==> config.mk <==
export PLATFORM = sky130hd
export DESIGN_NAME = cmdbuf_mgr
export DESIGN_NICKNAME = d
export VERILOG_FILES = /design/src/rtl/cmdbuf_pkg.sv /design/src/rtl/cmdbuf_store.sv /design/src/rtl/cmdbuf_cursor.sv /design/src/rtl/cmdbuf_ctrl.sv /design/src/rtl/cmdbuf_mgr.sv
export SDC_FILE = /design/constraint.sdc
export NUM_CORES = 1
export LEC_CHECK = 0
export BUFFER_PORTS_ARGS = -buffer_cell sky130_fd_sc_hd__buf_2
export CAP_MARGIN = 10
export CORE_ASPECT_RATIO = 1.4
export CORE_UTILIZATION = 40
export DETAILED_ROUTE_END_ITERATION = 10
export PLACE_DENSITY = 0.66
export REMOVE_ABC_BUFFERS = 1
export SLEW_MARGIN = 20
export SYNTH_ARGS = -nofsm -noshare
export SYNTH_HDL_FRONTEND = slang
export SYNTH_HIERARCHICAL = 1
export SYNTH_SLANG_ARGS = --single-unit
==> constraint.sdc <==
create_clock -name clk -period 8.1 [get_ports clk]
set_clock_uncertainty 0.1 [all_clocks]
set_input_delay 0 -clock clk [delete_from_list [all_inputs] [get_ports clk]]
set_output_delay 0 -clock clk [all_outputs]
set_load 0.03 [all_outputs]
==> src/rtl/cmdbuf_pkg.sv <==
`timescale 1ns/1ps
package cmdbuf_pkg;
   localparam int CNT_W = 8;

   typedef enum logic [1:0] {
      HOP_BYTE   = 2'd0,
      HOP_COMMIT = 2'd1,
      HOP_ACK    = 2'd2,
      HOP_NONE   = 2'd3
   } host_op_e;
endpackage

==> src/rtl/cmdbuf_store.sv <==
`timescale 1ns/1ps
module cmdbuf_store #(
   parameter int BUF_BYTES = 96,
   parameter int IDX_W     = 7
) (
   input  logic             clk,
   input  logic             wr_en,
   input  logic             wr_buf,
   input  logic [IDX_W-1:0] wr_idx,
   input  logic [7:0]       wr_data,
   input  logic             rd_buf,
   input  logic [IDX_W-1:0] rd_idx,
   output logic [7:0]       rd_data
);
   logic [7:0] bank_q [2];
   logic       idx_in_range;

   assign idx_in_range = ({1'b0, wr_idx} < (IDX_W+1)'(BUF_BYTES));

   for (genvar b = 0; b < 2; b++) begin : g_bank
      logic [7:0] mem [BUF_BYTES];
      always_ff @(posedge clk) begin
         if (wr_en && (wr_buf == b[0]) && idx_in_range)
            mem[wr_idx] <= wr_data;
      end
      assign bank_q[b] = mem[rd_idx];
   end

   assign rd_data = bank_q[rd_buf];
endmodule

==> src/rtl/cmdbuf_cursor.sv <==
`timescale 1ns/1ps
module cmdbuf_cursor
   import cmdbuf_pkg::*;
#(
   parameter int SLOT_BYTES = 3,
   parameter int PIDX_W     = 2,
   parameter int CIDX_W     = 5,
   parameter int IDX_W      = 7
) (
   input  logic              clk,
   input  logic              rst_n,
   input  logic              step,
   input  logic [CNT_W-1:0]  cnt,
   output logic [IDX_W-1:0]  byte_idx,
   output logic [PIDX_W-1:0] pidx,
   output logic              last
);
   logic [CIDX_W-1:0] cidx_q;
   logic [IDX_W-1:0]  bidx_q;
   logic              slot_end;

   assign last = slot_end && (CNT_W'(cidx_q) == (cnt - CNT_W'(1)));

   if (SLOT_BYTES == 1) begin : g_single
      assign slot_end = 1'b1;
      assign pidx     = '0;
   end else begin : g_multi
      logic [PIDX_W-1:0] p_q;
      assign slot_end = (p_q == PIDX_W'(SLOT_BYTES - 1));
      assign pidx     = p_q;
      always_ff @(posedge clk) begin
         if (!rst_n)
            p_q <= '0;
         else if (step)
            p_q <= slot_end ? '0 : p_q + PIDX_W'(1);
      end
   end

   always_ff @(posedge clk) begin
      if (!rst_n) begin
         cidx_q <= '0;
         bidx_q <= '0;
      end else if (step) begin
         if (last) begin
            cidx_q <= '0;
            bidx_q <= '0;
         end else begin
            bidx_q <= bidx_q + IDX_W'(1);
            if (slot_end)
               cidx_q <= cidx_q + CIDX_W'(1);
         end
      end
   end

   assign byte_idx = bidx_q;
endmodule

==> src/rtl/cmdbuf_ctrl.sv <==
`timescale 1ns/1ps
module cmdbuf_ctrl
   import cmdbuf_pkg::*;
#(
   parameter int DEPTH = 32
) (
   input  logic             clk,
   input  logic             rst_n,
   input  logic             host_we,
   input  logic [1:0]       host_op,
   input  logic             host_buf,
   input  logic [7:0]       host_wdata,
   input  logic             drained,
   output logic             byte_wr,
   output logic             act,
   output logic             act_rdy,
   output logic [CNT_W-1:0] act_cnt,
   output logic             irq,
   output logic             underrun,
   output logic             err
);
   logic [1:0]       rdy_q;
   logic [CNT_W-1:0] cnt_q [2];
   logic             act_q, irq_q, urun_q, err_q;
   logic             op_byte, op_commit, op_ack, hit_active, cnt_ok, commit, bad, other_ready;

   assign op_byte    = host_we && (host_op == HOP_BYTE);
   assign op_commit  = host_we && (host_op == HOP_COMMIT);
   assign op_ack     = host_we && (host_op == HOP_ACK);
   assign hit_active = (host_buf == act_q) && rdy_q[act_q];
   assign cnt_ok     = (host_wdata != 8'd0) && (host_wdata <= 8'(DEPTH));
   assign byte_wr    = op_byte && !hit_active;
   assign commit     = op_commit && !hit_active && cnt_ok;
   assign bad        = ((op_byte || op_commit) && hit_active) ||
                       (op_commit && !hit_active && !cnt_ok);
   assign other_ready = rdy_q[!act_q] || (commit && (host_buf != act_q));

   for (genvar b = 0; b < 2; b++) begin : g_state
      always_ff @(posedge clk) begin
         if (!rst_n) begin
            rdy_q[b] <= 1'b0;
            cnt_q[b] <= '0;
         end else if (drained && (act_q == b[0])) begin
            rdy_q[b] <= 1'b0;
         end else if (commit && (host_buf == b[0])) begin
            rdy_q[b] <= 1'b1;
            cnt_q[b] <= host_wdata;
         end
      end
   end

   always_ff @(posedge clk) begin
      if (!rst_n) begin
         act_q  <= 1'b0;
         irq_q  <= 1'b0;
         urun_q <= 1'b0;
         err_q  <= 1'b0;
      end else begin
         if (drained) act_q <= !act_q;
         irq_q  <= (irq_q && !op_ack) || drained;
         urun_q <= (urun_q && !op_ack) || (drained && !other_ready);
         err_q  <= (err_q && !op_ack) || bad;
      end
   end

   assign act      = act_q;
   assign act_rdy  = rdy_q[act_q];
   assign act_cnt  = cnt_q[act_q];
   assign irq      = irq_q;
   assign underrun = urun_q;
   assign err      = err_q;
endmodule

==> src/rtl/cmdbuf_mgr.sv <==
`timescale 1ns/1ps
module cmdbuf_mgr
   import cmdbuf_pkg::*;
#(
   parameter int SLOT_BYTES = 3,
   parameter int DEPTH      = 32,
   localparam int BUF_BYTES = SLOT_BYTES * DEPTH,
   localparam int IDX_W     = $clog2(BUF_BYTES),
   localparam int PIDX_W    = (SLOT_BYTES > 1) ? $clog2(SLOT_BYTES) : 1,
   localparam int CIDX_W    = $clog2(DEPTH)
) (
   input  logic              clk,
   input  logic              rst_n,
   input  logic              host_we,
   input  logic [1:0]        host_op,
   input  logic              host_buf,
   input  logic [IDX_W-1:0]  host_idx,
   input  logic [7:0]        host_wdata,
   input  logic              exe_next,
   output logic              exe_valid,
   output logic [7:0]        exe_param,
   output logic [PIDX_W-1:0] exe_pidx,
   output logic              act_buf,
   output logic              irq,
   output logic              underrun,
   output logic              host_err
);
   if (DEPTH < 32 || DEPTH > 255) begin : g_bad_depth
      $error("cmdbuf_mgr: DEPTH must lie in 32..255");
   end
   if (SLOT_BYTES < 1 || SLOT_BYTES > 8) begin : g_bad_slot
      $error("cmdbuf_mgr: SLOT_BYTES must lie in 1..8");
   end

   logic             byte_wr, act, act_rdy, step, last;
   logic [CNT_W-1:0] act_cnt;
   logic [IDX_W-1:0] rd_idx;

   assign step = exe_next && act_rdy;

   cmdbuf_ctrl #(.DEPTH(DEPTH)) u_ctrl (
      .clk(clk), .rst_n(rst_n), .host_we(host_we), .host_op(host_op),
      .host_buf(host_buf), .host_wdata(host_wdata), .drained(step && last),
      .byte_wr(byte_wr), .act(act), .act_rdy(act_rdy), .act_cnt(act_cnt),
      .irq(irq), .underrun(underrun), .err(host_err)
   );

   cmdbuf_cursor #(
      .SLOT_BYTES(SLOT_BYTES), .PIDX_W(PIDX_W), .CIDX_W(CIDX_W), .IDX_W(IDX_W)
   ) u_cursor (
      .clk(clk), .rst_n(rst_n), .step(step), .cnt(act_cnt),
      .byte_idx(rd_idx), .pidx(exe_pidx), .last(last)
   );

   cmdbuf_store #(.BUF_BYTES(BUF_BYTES), .IDX_W(IDX_W)) u_store (
      .clk(clk), .wr_en(byte_wr), .wr_buf(host_buf), .wr_idx(host_idx),
      .wr_data(host_wdata), .rd_buf(act), .rd_idx(rd_idx), .rd_data(exe_param)
   );

   assign exe_valid = act_rdy;
   assign act_buf   = act;
endmodule

==> results.md <==
- Placed Cells incl. Taps: approximately 4800
- Fraction of layout cells with a size suffix above 1: between 20% and 30%
- Post-detailed-route DRC marker count: 0
- Number of port buffers: 36
- Effective utilization at floorplan: 40.2%
- Number of levels in the clock H-tree: 4
- Total clock buffers created by CTS: between 100 and 150
- Clock Pin Slew Worst Setup and Hold Paths: ~0.06 ns
- Setup repair after global routing missed its margin: false
- Die Area: approximately 160000 µm²
- Final worst path period share: around 66%
- Peak supply drop: 0.219 mV
- Sequential element share of the synthesized area: roughly 76%
- Commonest non-fill, non-tap cell in the layout: sky130_fd_sc_hd__edfxtp_1
- Cells after synthesis: 2843
- Detailed-placement wirelength estimate: about 91000 µm
- Setup-violating endpoint count in the final report: 0
- Yosys cell types: 77
- Routability cong.: ~0.83
- Number of warnings reported in the yosys synthesis log: 6
- First-pass GRT wire length: about 210000 µm
- Switching power: about 3.1 mW
- HP Start: rst_n
- Area overhead of the layout relative to synthesis: 11.6%
- Std-Cell Core Area: about 150000 µm²
- Max Root-Sink Buffers: 3
- Cells on worst reg2reg path: 7
- Number of placed I/O pins: 37
- Worst-case hold slack: between 0.1 and 0.15 ns
- Power Density: about 230 nW/µm²
- Worst hold path depth: 4
- Final wirelength: between 100000 and 150000 µm
- Post-Synthesis Cell Area: about 60000 µm²
- Reg-to-Reg Start: u_ctrl/act
- Routed len/inst: a little under 30 µm
- Required time of the critical path: 8.00 ns
- Count of max-cap constraint violations: 0
- Tightest slew margin relative to the limit: 15.9%
- Initial DRT Pass Iterations: 5
- EDFF count, synth: 1552
- Mean post-synth cell area: 21.7 µm²
- Number of hold buffers added after CTS: 22
- Initial antenna violation count: 8
- FP Rows: 170
- Transition time at the pin with the least slew margin: ~1.3 ns
- Endpoints failing hold: 0
- Capture instance of the worst register-to-register path: u_store/g_bank[0].mem[90][7]
- Highest Clock Rate: around 190 MHz
- Count of vias placed by the detailed router: ~30000
- Final worst slack: approximately 2.8 ns
- Total overflow reported by the global router: 0
- Number of clock sinks: between 1500 and 2000
- Final standard cell count with taps included and fillers excluded: around 5000
- Die Height: about 470 µm
- Max FO, Critical Path: between 90 and 100
- Critical path start-end classification: register to output port
- Share of async-settable or async-resettable flops after synthesis: 0%
- Path class of the lowest-slack min-delay path: input port to register
- Worst Hold End: u_cursor/byte_idx[2]
- Cell area reported after detailed placement: 64000 µm²
- R2r setup slk: 3.63 ns
- Proportion of power drawn by flip-flops and latches: a little under three fifths
- Leakage: roughly 20 nW
- Leading register cell type out of synthesis: sky130_fd_sc_hd__edfxtp_1
- Clock latency on the worst-skew pair: slightly below 0.8 ns
- Worst endpoint data arrival time: approximately 5.2 ns
- PnR Total Power: 15.8 mW
- Most frequent cells in the layout: 1552 x sky130_fd_sc_hd__edfxtp_1, 423 x sky130_fd_sc_hd__mux4_2, 227 x sky130_fd_sc_hd__nor2_1
- Critical path origin: u_cursor/byte_idx[0]
- Switching fraction of total power: between 10% and 20%
- Category of the worst setup path launch point: register
- Total routing resource utilization after global routing: 19.0%
- Clk pwr share: 42.0%
- Number of vias per cell after detailed routing: just under 6
- Pin count of the biggest net entering global routing: 112
- #FFs+latches synth: between 1500 and 2000
- Number of global-route vias before repair: between 20000 and 30000
- CTS tree: done
- Min Clock Period, post-route: between 5 and 6 ns
- Die X-Extent: 334 µm
- Type of destination of the critical path: output port
- Combinational group share of total power: 1.4%
- Total setup buffers inserted after CTS: 0
- Number of cells upsized or downsized after cts: 0
- Post-route ant nets: 0
- Final nets: about 3000
- Post-placement setup slack: ~3.5 ns
- Clock root buffer: sky130_fd_sc_hd__clkbuf_16
- P_int: between 10 and 15 mW
- Run status: complete, no violations
- Number of design-rule violations left by the first detailed-router iteration: 2977
- Number of pins exceeding their max-slew limit in the final report: 0
- Final non-filler cell area: 68800 µm²
[worst max-delay path: stages, from the launching register on]
cell	delay [ns]
sky130_fd_sc_hd__dfxtp_4	0.90
sky130_fd_sc_hd__buf_12	0.62
sky130_fd_sc_hd__mux4_2	0.37
sky130_fd_sc_hd__mux2_2	0.16
sky130_fd_sc_hd__o22ai_1	0.09
sky130_fd_sc_hd__a2111oi_1	1.11
sky130_fd_sc_hd__buf_4	0.27
sky130_fd_sc_hd__nor4_1	0.09
sky130_fd_sc_hd__a31oi_1	0.43
sky130_fd_sc_hd__buf_2	0.29
[worst max path at each step]
stage,cells after the start,slack [ns],endpoint
after global routing,9,2.59,exe_param[7]
after floorplan,6,-10.07,exe_param[0]
final,9,2.77,exe_param[7]
after detailed placement,9,3.51,exe_param[7]
after CTS,9,2.65,exe_param[7]
after global placement,9,3.46,exe_param[7]
[flip-flops by register name (all words and copies together) (netlist names), named ones only]
register,flops
u_ctrl/act,1
u_store/g_bank.mem,1536
u_cursor/byte_idx,7
u_cursor/pidx,2
u_ctrl/underrun,1
u_ctrl/err,1
u_ctrl/irq,1
u_ctrl/cnt_q,16
u_ctrl/rdy_q,2
u_cursor/cidx_q,5
[power by group through the flow]
stage               clock [mW]  combinational [mW]  sequential, mW
finish                    6.63               0.226            8.94
global route              7.02               0.242            8.94
CTS                       6.75               0.230            8.94
detailed placement           0               0.223            9.12
global placement             0               0.214            9.12
floorplan                    0              0.0514            9.12
[metal layers]
metal	global-route usage (%)	vias to the layer above	wire length (µm)	part of all wire, %
li1	-	12100	-	-
met1	23.1	15600	53800	37
met2	33.7	1211	77700	53
met3	2.98	272	9350	6.4
met4	8.05	6	6270	4.3
met5	0	-	35	0.024
[cell usage after synthesis, types with 7 or more instances]
cell	n	area share (%)
sky130_fd_sc_hd__buf_6	8	0.15
sky130_fd_sc_hd__nor3_1	13	0.11
sky130_fd_sc_hd__a221oi_1	7	0.099
sky130_fd_sc_hd__nand2_1	73	0.44
sky130_fd_sc_hd__inv_1	7	0.043
sky130_fd_sc_hd__xnor2_1	13	0.18
sky130_fd_sc_hd__nand3_1	25	0.20
sky130_fd_sc_hd__a22oi_1	15	0.18
sky130_fd_sc_hd__a21oi_1	16	0.13
sky130_fd_sc_hd__buf_1	14	0.085
sky130_fd_sc_hd__o221ai_1	9	0.13
sky130_fd_sc_hd__buf_2	36	0.29
sky130_fd_sc_hd__o21ai_0	11	0.089
sky130_fd_sc_hd__clkbuf_1	68	0.41
sky130_fd_sc_hd__mux2_2	30	0.55
sky130_fd_sc_hd__nor2b_1	15	0.15
sky130_fd_sc_hd__and2_1	16	0.16
sky130_fd_sc_hd__mux4_2	423	15
sky130_fd_sc_hd__mux2i_1	64	1.0
sky130_fd_sc_hd__nor2_1	227	1.4
sky130_fd_sc_hd__buf_4	29	0.35
sky130_fd_sc_hd__o22ai_1	21	0.21
sky130_fd_sc_hd__dfxtp_1	21	0.68
sky130_fd_sc_hd__edfxtp_1	1552	76
[logic make-up after synthesis]
| kind of cell | after synthesis | synth area share [%] |
|---|---|---|
| fa+ha+maj | 5 | 0.102 |
| buf+inv | 166 | 1.38 |
| compound gates | 147 | 1.81 |
| other cells | 1 | 0.00609 |
| xor+xnor | 18 | 0.268 |
| mux | 518 | 17.1 |
| simple gates | 415 | 3.05 |
| flops | 1573 | 76.3 |
[metrics by stage]
stage / utilization [%] / TNS (ns)
5_1_grt: 44.9 / 0
2_1_floorplan: - / -140.96
4_1_cts: 44.9 / 0
3_5_place_dp: 41.8 / 0
6_report: 44.9 / 0
3_3_place_gp: 41.8 / 0
[final cells by class]
type,instances,area (µm²)
Fill cell,12700,84400
Sequential cell,1573,47000
Multi-Input combinational cell,1107,13800
Clock buffer,169,3740
Tap cell,1978,2470
Timing Repair Buffer,106,886
Clock inverter,90,820
Inverter,10,40.0
Antenna cell,1,2.50
No activity file was read; power rests on OpenSTA's default activity.
